<file path="src/rtl/uart_rxq_pkg.sv">
// Shared constants and helpers for the UART receive queue.
// Assumes an 8-bit control register with the threshold code in bits 7:6.
package uart_rxq_pkg;
    localparam logic [7:0] CTL_KEEP_MASK = 8'hC9;
    localparam int         BIT_EN        = 0;
    localparam int         BIT_RX_RST    = 1;
    localparam int         BIT_TX_RST    = 2;

    // Map the two-bit threshold code to a byte count.
    function automatic int trig_bytes(input logic [1:0] code);
        case (code)
            2'b00:   return 1;
            2'b01:   return 4;
            2'b10:   return 8;
            default: return 14;
        endcase
    endfunction
endpackage

</file>
<file path="src/rtl/uart_rxq_ctl.sv">
// Control register: keeps the sticky bits and decodes one-shot reset requests.
// Assumes a write acts on the value held before it (for the enable toggle).
module uart_rxq_ctl
    import uart_rxq_pkg::*;
(
    input  logic       clk,
    input  logic       rst_n,
    input  logic       we,
    input  logic [7:0] wdata,
    output logic [7:0] ctl_q,
    output logic       rx_clr,
    output logic       tx_flush
);
    logic toggle;
    logic tx_req;

    // Decode the reset requests of this write, with an enable change forcing both.
    always_comb begin
        toggle = we && (wdata[BIT_EN] != ctl_q[BIT_EN]);
        rx_clr = (we && wdata[BIT_RX_RST]) || toggle;
        tx_req = (we && wdata[BIT_TX_RST]) || toggle;
    end

    // Hold the retained bits and register the transmit flush pulse.
    always_ff @(posedge clk) begin
        if (!rst_n) begin
            ctl_q    <= '0;
            tx_flush <= 1'b0;
        end else begin
            tx_flush <= tx_req;
            if (we) ctl_q <= wdata & CTL_KEEP_MASK;
        end
    end
endmodule

</file>
<file path="src/rtl/uart_rxq_store.sv">
// Circular byte store with head, tail and occupancy count.
// Assumes push is dropped when full, even if a pop happens in the same cycle.
module uart_rxq_store #(
    parameter  int DW    = 8,
    parameter  int DEPTH = 16,
    localparam int AW    = $clog2(DEPTH),
    localparam int CW    = $clog2(DEPTH + 1)
) (
    input  logic          clk,
    input  logic          rst_n,
    input  logic          clr,
    input  logic          push,
    input  logic          pop,
    input  logic [DW-1:0] din,
    output logic [DW-1:0] dout,
    output logic [CW-1:0] count,
    output logic          accepted
);
    logic [DW-1:0] mem [DEPTH];
    logic [AW-1:0] head, tail, head_nx, tail_nx;
    logic          take;

    // Accept and remove decisions based on the current occupancy.
    always_comb begin
        accepted = push && (count != CW'(DEPTH));
        take     = pop && (count != '0);
        dout     = (count != '0) ? mem[tail] : '0;
    end

    // Pointer wrap: natural overflow for power-of-two depths, compare otherwise.
    if ((DEPTH & (DEPTH - 1)) == 0) begin : g_pow2_wrap
        assign head_nx = head + 1'b1;
        assign tail_nx = tail + 1'b1;
    end else begin : g_cmp_wrap
        assign head_nx = (head == AW'(DEPTH - 1)) ? '0 : head + 1'b1;
        assign tail_nx = (tail == AW'(DEPTH - 1)) ? '0 : tail + 1'b1;
    end

    // Write the accepted byte into the slot at the head.
    always_ff @(posedge clk) begin
        if (accepted) mem[head] <= din;
    end

    // Advance pointers and track occupancy.
    always_ff @(posedge clk) begin
        if (!rst_n || clr) begin
            head  <= '0;
            tail  <= '0;
            count <= '0;
        end else begin
            if (accepted) head <= head_nx;
            if (take)     tail <= tail_nx;
            count <= count + CW'(accepted) - CW'(take);
        end
    end
endmodule

</file>
<file path="src/rtl/uart_rxq_idle.sv">
// Idle-time detector: counts character ticks while data waits unread.
// Assumes char_tick is a single-cycle pulse; restart wins over a tick.
module uart_rxq_idle #(
    parameter  int LIMIT = 4,
    localparam int IW    = $clog2(LIMIT + 1)
) (
    input  logic clk,
    input  logic rst_n,
    input  logic clr,
    input  logic active,
    input  logic restart,
    input  logic tick,
    input  logic rd,
    output logic pend
);
    logic [IW-1:0] cnt;

    // Count ticks up to the limit and flag a timeout; a read clears the flag.
    always_ff @(posedge clk) begin
        if (!rst_n || clr) begin
            cnt  <= '0;
            pend <= 1'b0;
        end else begin
            if (rd) pend <= 1'b0;
            if (restart || !active) begin
                cnt <= '0;
            end else if (tick && (cnt != IW'(LIMIT))) begin
                cnt <= cnt + 1'b1;
                if ((cnt == IW'(LIMIT - 1)) && !rd) pend <= 1'b1;
            end
        end
    end
endmodule

</file>
<file path="src/rtl/uart_rxq.sv">
// UART receive queue top: queue or single-register mode, threshold, idle timeout.
// Assumes rx_valid, rd_strobe, ctl_we and char_tick are single-cycle strobes.
module uart_rxq
    import uart_rxq_pkg::*;
#(
    parameter  int DEPTH      = 16,
    parameter  int IDLE_TICKS = 4,
    localparam int CW         = $clog2(DEPTH + 1)
) (
    input  logic          clk,
    input  logic          rst_n,
    input  logic          rx_valid,
    input  logic [7:0]    rx_data,
    input  logic          rd_strobe,
    input  logic          char_tick,
    input  logic          ctl_we,
    input  logic [7:0]    ctl_wdata,
    output logic [7:0]    rd_data,
    output logic          data_ready,
    output logic [CW-1:0] level,
    output logic          trig_hit,
    output logic          timeout_pend,
    output logic          tx_flush,
    output logic          overrun,
    output logic [7:0]    ctl_q
);
    logic          rx_clr, q_mode, push, pop, accepted;
    logic [7:0]    q_dout, hold_q;
    logic          hold_full;
    logic [CW-1:0] count;

    uart_rxq_ctl u_ctl (
        .clk(clk), .rst_n(rst_n), .we(ctl_we), .wdata(ctl_wdata),
        .ctl_q(ctl_q), .rx_clr(rx_clr), .tx_flush(tx_flush)
    );

    // Route strobes to the queue only in queue mode and outside a reset request.
    always_comb begin
        q_mode = ctl_q[BIT_EN];
        push   = rx_valid && q_mode && !rx_clr;
        pop    = rd_strobe && q_mode && !rx_clr;
    end

    uart_rxq_store #(.DW(8), .DEPTH(DEPTH)) u_store (
        .clk(clk), .rst_n(rst_n), .clr(rx_clr), .push(push), .pop(pop),
        .din(rx_data), .dout(q_dout), .count(count), .accepted(accepted)
    );

    uart_rxq_idle #(.LIMIT(IDLE_TICKS)) u_idle (
        .clk(clk), .rst_n(rst_n), .clr(rx_clr),
        .active(q_mode && (count != '0)),
        .restart(accepted || (pop && (count > CW'(1)))),
        .tick(char_tick), .rd(rd_strobe), .pend(timeout_pend)
    );

    // Single-register mode holding register; a new byte wins over a read.
    always_ff @(posedge clk) begin
        if (!rst_n || rx_clr) begin
            hold_q    <= '0;
            hold_full <= 1'b0;
        end else if (!q_mode) begin
            if (rx_valid) begin
                hold_q    <= rx_data;
                hold_full <= 1'b1;
            end else if (rd_strobe) begin
                hold_full <= 1'b0;
            end
        end
    end

    // One-cycle overrun pulse for a dropped or overwritten byte.
    always_ff @(posedge clk) begin
        if (!rst_n) overrun <= 1'b0;
        else        overrun <= rx_valid && !rx_clr &&
                               (q_mode ? (count == CW'(DEPTH)) : hold_full);
    end

    // Output selection by mode.
    always_comb begin
        rd_data    = q_mode ? q_dout : hold_q;
        data_ready = q_mode ? (count != '0) : hold_full;
        level      = count;
        trig_hit   = q_mode ? (int'(count) >= trig_bytes(ctl_q[7:6])) : hold_full;
    end
endmodule

</file>
<file path="config.mk">
export PLATFORM = sky130hd
export DESIGN_NAME = uart_rxq
export DESIGN_NICKNAME = d
export VERILOG_FILES = /design/src/rtl/uart_rxq_pkg.sv /design/src/rtl/uart_rxq_ctl.sv /design/src/rtl/uart_rxq_store.sv /design/src/rtl/uart_rxq_idle.sv /design/src/rtl/uart_rxq.sv
export SDC_FILE = /design/constraint.sdc
export NUM_CORES = 1
export LEC_CHECK = 0
export ABC_AREA = 1
export ABC_CLOCK_PERIOD_IN_PS = 2200
export BUFFER_PORTS_ARGS = -buffer_cell sky130_fd_sc_hd__buf_2
export CAP_MARGIN = 20
export CELL_PAD_IN_SITES_DETAIL_PLACEMENT = 0
export CELL_PAD_IN_SITES_GLOBAL_PLACEMENT = 2
export CORE_UTILIZATION = 35
export DETAILED_ROUTE_END_ITERATION = 10
export PLACE_DENSITY = 0.74
export RECOVER_POWER = 25
export SYNTH_ARGS = -nofsm -noshare
export SYNTH_HDL_FRONTEND = slang
export SYNTH_SLANG_ARGS = --single-unit
</file>
<file path="constraint.sdc">
create_clock -name clk -period 2.2 [get_ports clk]
set_clock_uncertainty 0.2 [all_clocks]
set_input_delay 0.22 -clock clk [delete_from_list [all_inputs] [get_ports clk]]
set_output_delay 0.22 -clock clk [all_outputs]
set_load 0.02 [all_outputs]
</file>
==> results of run 1 <==
## layer usage
| layer | vias to the layer above | routed length (um) | share of wire | GRT usage |
|---|---|---|---|---|
| li1 | 2791 | - | - | - |
| met1 | 2638 | 9140 | 0.48 | 0.254 |
| met2 | 100 | 9050 | 0.47 | 0.295 |
| met3 | 24 | 659 | 0.034 | 0.0320 |
| met4 | 0 | 327 | 0.017 | 0.0602 |
| met5 | - | 0 | 0 | 0 |
## cells in the mapped netlist (4+ instances only)
| library cell | n |
|---|---|
| edfxtp_1 | 128 |
| inv_2 | 9 |
| dfxtp_1 | 36 |
| buf_4 | 11 |
| ha_1 | 20 |
| a21oi_1 | 23 |
| o21ai_0 | 10 |
| nand2_2 | 7 |
| buf_2 | 16 |
| inv_1 | 130 |
| nor2_1 | 32 |
| nand2_1 | 236 |
| nand4_1 | 6 |
| xor2_1 | 4 |
| nand3_1 | 110 |
## registers in the layout, summed over array words and instances, names as in the netlist, named ones only
register and cells:
u_store.mem 128, overrun 1, u_idle.cnt 3, u_store.count 5, hold_full 1, hold_q 8
u_ctl.tx_flush 1, u_store.head 4, u_idle.pend 1, u_ctl.ctl_q 4, u_store.tail 4
## kinds of logic after synthesis
family | count (synthesis) | share of synthesized area
simple gates | 403 | 0.230
buf+inv | 173 | 0.0964
flops | 164 | 0.600
compound gates | 43 | 0.0317
fa+ha+maj | 21 | 0.0355
xor+xnor | 4 | 0.00460
other cells | 1 | 0.000493
mux | 1 | 0.00148
## report_power, final
part | internal, mW | switching (mW) | leakage, nW
logic | 0.139 | 0.245 | 2.32
clock network | 1.64 | 1.41 | 0.291
registers | 3.35 | 0.0169 | 1.45
total | 5.13 | 1.67 | 4.06
## worst paths after layout
check,from,to,slack [ps]
hold / removal,rx_data[7],u_store.mem[5][7]$_DFFE_PP_,60
setup / recovery,register,rd_data[2],-90
setup reg to reg,u_store.count[2]$_SDFF_PP0_,u_store.count[4]$_SDFF_PP0_,90
hold reg to reg,hold_q[5]$_SDFFE_PP0P_,hold_q[5]$_SDFFE_PP0P_,260
## area by class of cell
cell class / instances / area, um2 / share of cell area
clock buffers: 17 / 425 / 0.0446
clock inverters: 15 / 183 / 0.0192
inverters: 139 / 529 / 0.0555
multi-input cells: 476 / 2610 / 0.273
flip-flops and latches: 164 / 4590 / 0.481
well taps: 275 / 344 / 0.0361
repair buffers: 106 / 856 / 0.0898
## what timing repair did
action / CTS / global route
pin swaps: 6 / 6
setup endpoints to repair: 9 / 10
buffers inserted: 2 / 2
endpoints found under the hold margin: 6 / 0
resized for setup: 61 / 29
hold buffers: 11 / 0
gates cloned: 2 / 1
==> reports/results.ini, run 1 <==
[detailed_routing]
wire_per_inst_um=16.1
vias_per_cell=4.66
drt-total-wl_um=19200
drtPass1Iterations=4
drc_errors=0
dr_total_vias=5553
drtIter0Drc=323
postRouteAntennaNets=0

[layout]
final_nets=947
antennaDiodeCount=0
post-route-util=0.451
nFillCells=2011
finalNonFillerCells=1192
layout_common_cells=225 x nand2_1, 128 x inv_1, 128 x edfxtp_1
final_common_cell=nand2_1
area_growth_pct=25.3
finalInstanceArea_um2=9530
layout-drive-gt1-share=0.230

[timing]
slew_violations=0
holdWs_ps=56.0
final.min_clock_period_ps=2290
finalHoldViolCount=0
finalCritPeriodShare=1.04
fmax_ghz=0.437
worst_slack_ps=-90.1
finalSetupTns_ps=-378
relSlewSlack=0.366
finalSetupViolCount=8
rsz0062_at_grt=true
worst_slew_pin_slew_ps=951

[placement]
routabilityCongestion=0.793
post-dp-hpwl_um=12700
io_buffers=41
place_area_um2=8390
dp_cells=1143
dpl_worst_slack_ps=43.8

[critical_path]
rr_worst_depth=13
critPathBufInv=2
cp-end-kind=primary output
crit_type=register to primary output
crit_required_ps=1780
cpMostUsedCell=nand2_1
crit_path_max_fanout=20
critPathLaunchType=register
cp_cell_sequence=buf_8 -> nand2_1 -> nand3_1 -> nand3_1 -> nand3_4 -> nand2_1 -> nand2_1 -> nand2_1 -> buf_4
arrival_ps=1870
critPathSlowestCell=dfxtp_4
critPathTopFamily=simple AND/OR/NAND/NOR gates
worst-path-stages=9
cp_slowest_stage_delay_ps=440

[floorplan]
start_util=0.360
row_count=53
core_um2=21200
die_area_um2=22300
die_y_um=149
ios=48
fp.dieW_um=149

[yosys]
synth_top_area_share=0.505
synth_warnings=0
synth_cells=810
ys_top_cells_by_area=edfxtp_1 51%, nand2_1 12%, dfxtp_1 9.5%
yosysTopAreaCell=edfxtp_1
async_reset_ff_frac=0
synth_edf_count=128
avgSynthCellArea_um2=9.39
ys_ff_latch=164
ys_seq_area_frac=0.600
synth_flop_cell=edfxtp_1
ys_types=33
syn_area_um2=7610

[pwr]
leakagePower_nw=4.06
power_density_nw_per_um2=713
p_total_mw=6.79
ir_worst_vdd_v=0.000502

[clocking]
insertion_delay_ps=430
clk_pin_slew_ps=70
root_buffer=clkbuf_16
cts_buffers=17
cts_num_sinks=164
cts_tree=yes
h-tree-depth=4
cts.path.max_buffers=2

[global_routing]
track_usage=0.185
grt_max_degree=23
antenna_found_initial=0
grt-ovfl-total=0
grt_pass1_vias=5562
grt_pass1_wl_um=30500

[run_status]
violations=negative setup slack
outcome=finished with violations

[worst_hold_path]
min_path_type=input pin to register
min_path_cells=1

[flow_run]
cap_violations=0

Power figures use the tool's default switching activity.
==> run 2: changes to the inputs <==
MAX_ROUTING_LAYER = met4   (was default)
==> reports/results.ini, run 2 (synthesis gave the netlist of run 1 again) <==
[run_status]
violations=negative setup slack
outcome=finished with violations

[placement]
place_area_um2=8390  ; unchanged
routabilityCongestion=0.805  ; +1.4%
io_buffers=41  ; unchanged
post-dp-hpwl_um=12700  ; unchanged
dpl_worst_slack_ps=43.8  ; unchanged

[clocking]
cts_tree=yes
clk_pin_slew_ps=70  ; about the same
cts_buffers=17  ; unchanged
insertion_delay_ps=430  ; about the same
cts_num_sinks=164  ; unchanged
root_buffer=clkbuf_16
cts.path.max_buffers=2  ; unchanged
h-tree-depth=4  ; unchanged

[global_routing]
grt_max_degree=23  ; unchanged
track_usage=0.190  ; +0.00522
antenna_found_initial=0  ; unchanged
grt-ovfl-total=0  ; unchanged
grt_pass1_vias=5548  ; -0.25%
grt_pass1_wl_um=30500  ; about the same

[timing]
holdWs_ps=60.3  ; +4.26 ps
worst_slew_pin_slew_ps=944  ; -7.35 ps
finalCritPeriodShare=1.04  ; about the same
slew_violations=0  ; unchanged
finalSetupViolCount=8  ; unchanged
worst_slack_ps=-91.6  ; -1.43 ps
finalHoldViolCount=0  ; unchanged
rsz0062_at_grt=true
finalSetupTns_ps=-373  ; +4.89 ps
relSlewSlack=0.371  ; +0.00490
fmax_ghz=0.436  ; about the same
final.min_clock_period_ps=2290  ; +1.43 ps

[layout]
largest_reg_flops=128  ; unchanged
final_nets=947  ; unchanged
antennaDiodeCount=0  ; unchanged
regMostFlops=u_store.mem
layout_common_cells=225 x nand2_1, 128 x inv_1, 128 x edfxtp_1
regArea_um2=4590  ; unchanged
finalInstanceArea_um2=9530  ; unchanged
layout-drive-gt1-share=0.230  ; unchanged
area_growth_pct=25.3  ; unchanged
nFillCells=2011  ; unchanged
top_regs=u_store.mem x128, hold_q x8, u_store.count x5
final_common_cell=nand2_1
multi_input_area_um2=2610  ; unchanged

[detailed_routing]
vias_per_cell=4.63  ; -0.61%
wire_per_inst_um=16.1  ; -0.14%
drt-total-wl_um=19100  ; -0.14%
drtPass1Iterations=5  ; +1
drtIter0Drc=294  ; -9.0%
postRouteAntennaNets=0  ; unchanged
drc_errors=0  ; unchanged
dr_total_vias=5519  ; -0.61%

[flow_run]
cap_violations=0  ; unchanged

[critical_path]
cp_cell_sequence=buf_8 -> nand2_1 -> nand3_1 -> nand3_1 -> nand3_4 -> nand2_1 -> nand2_1 -> nand2_1 -> buf_4
cpMostUsedCell=nand2_1
critPathBufInv=2  ; unchanged
cp-end-kind=primary output
r2r_slack_ps=90  ; about the same
critPathLaunchType=register
crit_required_ps=1780  ; about the same
critPathTopFamily=simple AND/OR/NAND/NOR gates
timing.rr.start=u_store.count[2]$_SDFF_PP0_
crit_path_max_fanout=20  ; unchanged
cp_slowest_stage_delay_ps=440  ; about the same
rr_worst_depth=13  ; unchanged
timing.rr.end=u_store.count[4]$_SDFF_PP0_
arrival_ps=1870  ; about the same
critPathSlowestCell=dfxtp_4
crit_type=register to primary output

[floorplan]
fp.dieW_um=149  ; unchanged
core_um2=21200  ; unchanged
die_area_um2=22300  ; unchanged
die_y_um=149  ; unchanged
start_util=0.360  ; unchanged
ios=48  ; unchanged
row_count=53  ; unchanged

[pwr]
leakagePower_nw=4.06  ; unchanged
power_density_nw_per_um2=712  ; about the same
ir_worst_vdd_v=0.000501  ; -0.21%

[worst_hold_path]
min_path_type=input pin to register
hold_start=rx_data[7]
hold_end=u_store.mem[5][7]$_DFFE_PP_
min_path_cells=1  ; unchanged

## run 2: cell counts in the layout (fill, tap and decap cells not counted)
Identical to the previous run, type by type.
## run 2: worst max path at each step
stage	end	startpoint	slack [ps]	cells past startpoint
after detailed placement	u_store.count[4]$_SDFF_PP0_	u_store.count[2]$_SDFF_PP0_	40	13
after global routing	rd_data[4]	register	-180	10
after CTS	rd_data[6]	register	-90	11
after floorplan	u_store.count[4]$_SDFF_PP0_	u_ctl.ctl_q[0]$_SDFFE_PN0P_	4	16
final	rd_data[2]	register	-90	9
after global placement	u_store.count[4]$_SDFF_PP0_	u_store.count[2]$_SDFF_PP0_	40	13
## run 2: report_power, final
part,internal (mW),switching [mW]
clock,1.64,1.40
combinational,0.139,0.245
sequential,3.35,0.0168
total,5.13,1.66
## run 2: metal layers
layer  vias up  track usage  wire length [um]  share of wire
li1       2791            -                 -              -
met1      2616        0.253              8930           0.47
met2        90        0.296              9100           0.48
met3        22       0.0351               833          0.044
met4         0       0.0526               284          0.015
met5         -            -                 0              0
## run 2: area by class of cell
| type | count | share of cell area |
|---|---|---|
| clock buffer | 17 | 0.0446 |
| clock inverter | 15 | 0.0192 |
| inverter | 139 | 0.0555 |
| multi-input combinational | 476 | 0.273 |
| sequential | 164 | 0.481 |
| tap | 275 | 0.0361 |
| timing repair buffer | 106 | 0.0898 |
## run 2: stage by stage
stage,utilization,cells,power (mW)
floorplan,-,813,3.63
global placement,0.396,1143,3.76
detailed placement,0.396,1143,3.77
CTS,0.444,1190,6.84
global route,0.451,1192,7.03
finish,0.451,1192,6.79
## run 2: timing repair
action / CTS / global route
setup endpoints to repair: 9 / 10
endpoints found under the hold margin: 6 / 0
pin swaps: 6 / 6
buffers inserted: 2 / 2
hold buffers: 11 / 0
resized for setup: 61 / 29
cloned: 2 / 1
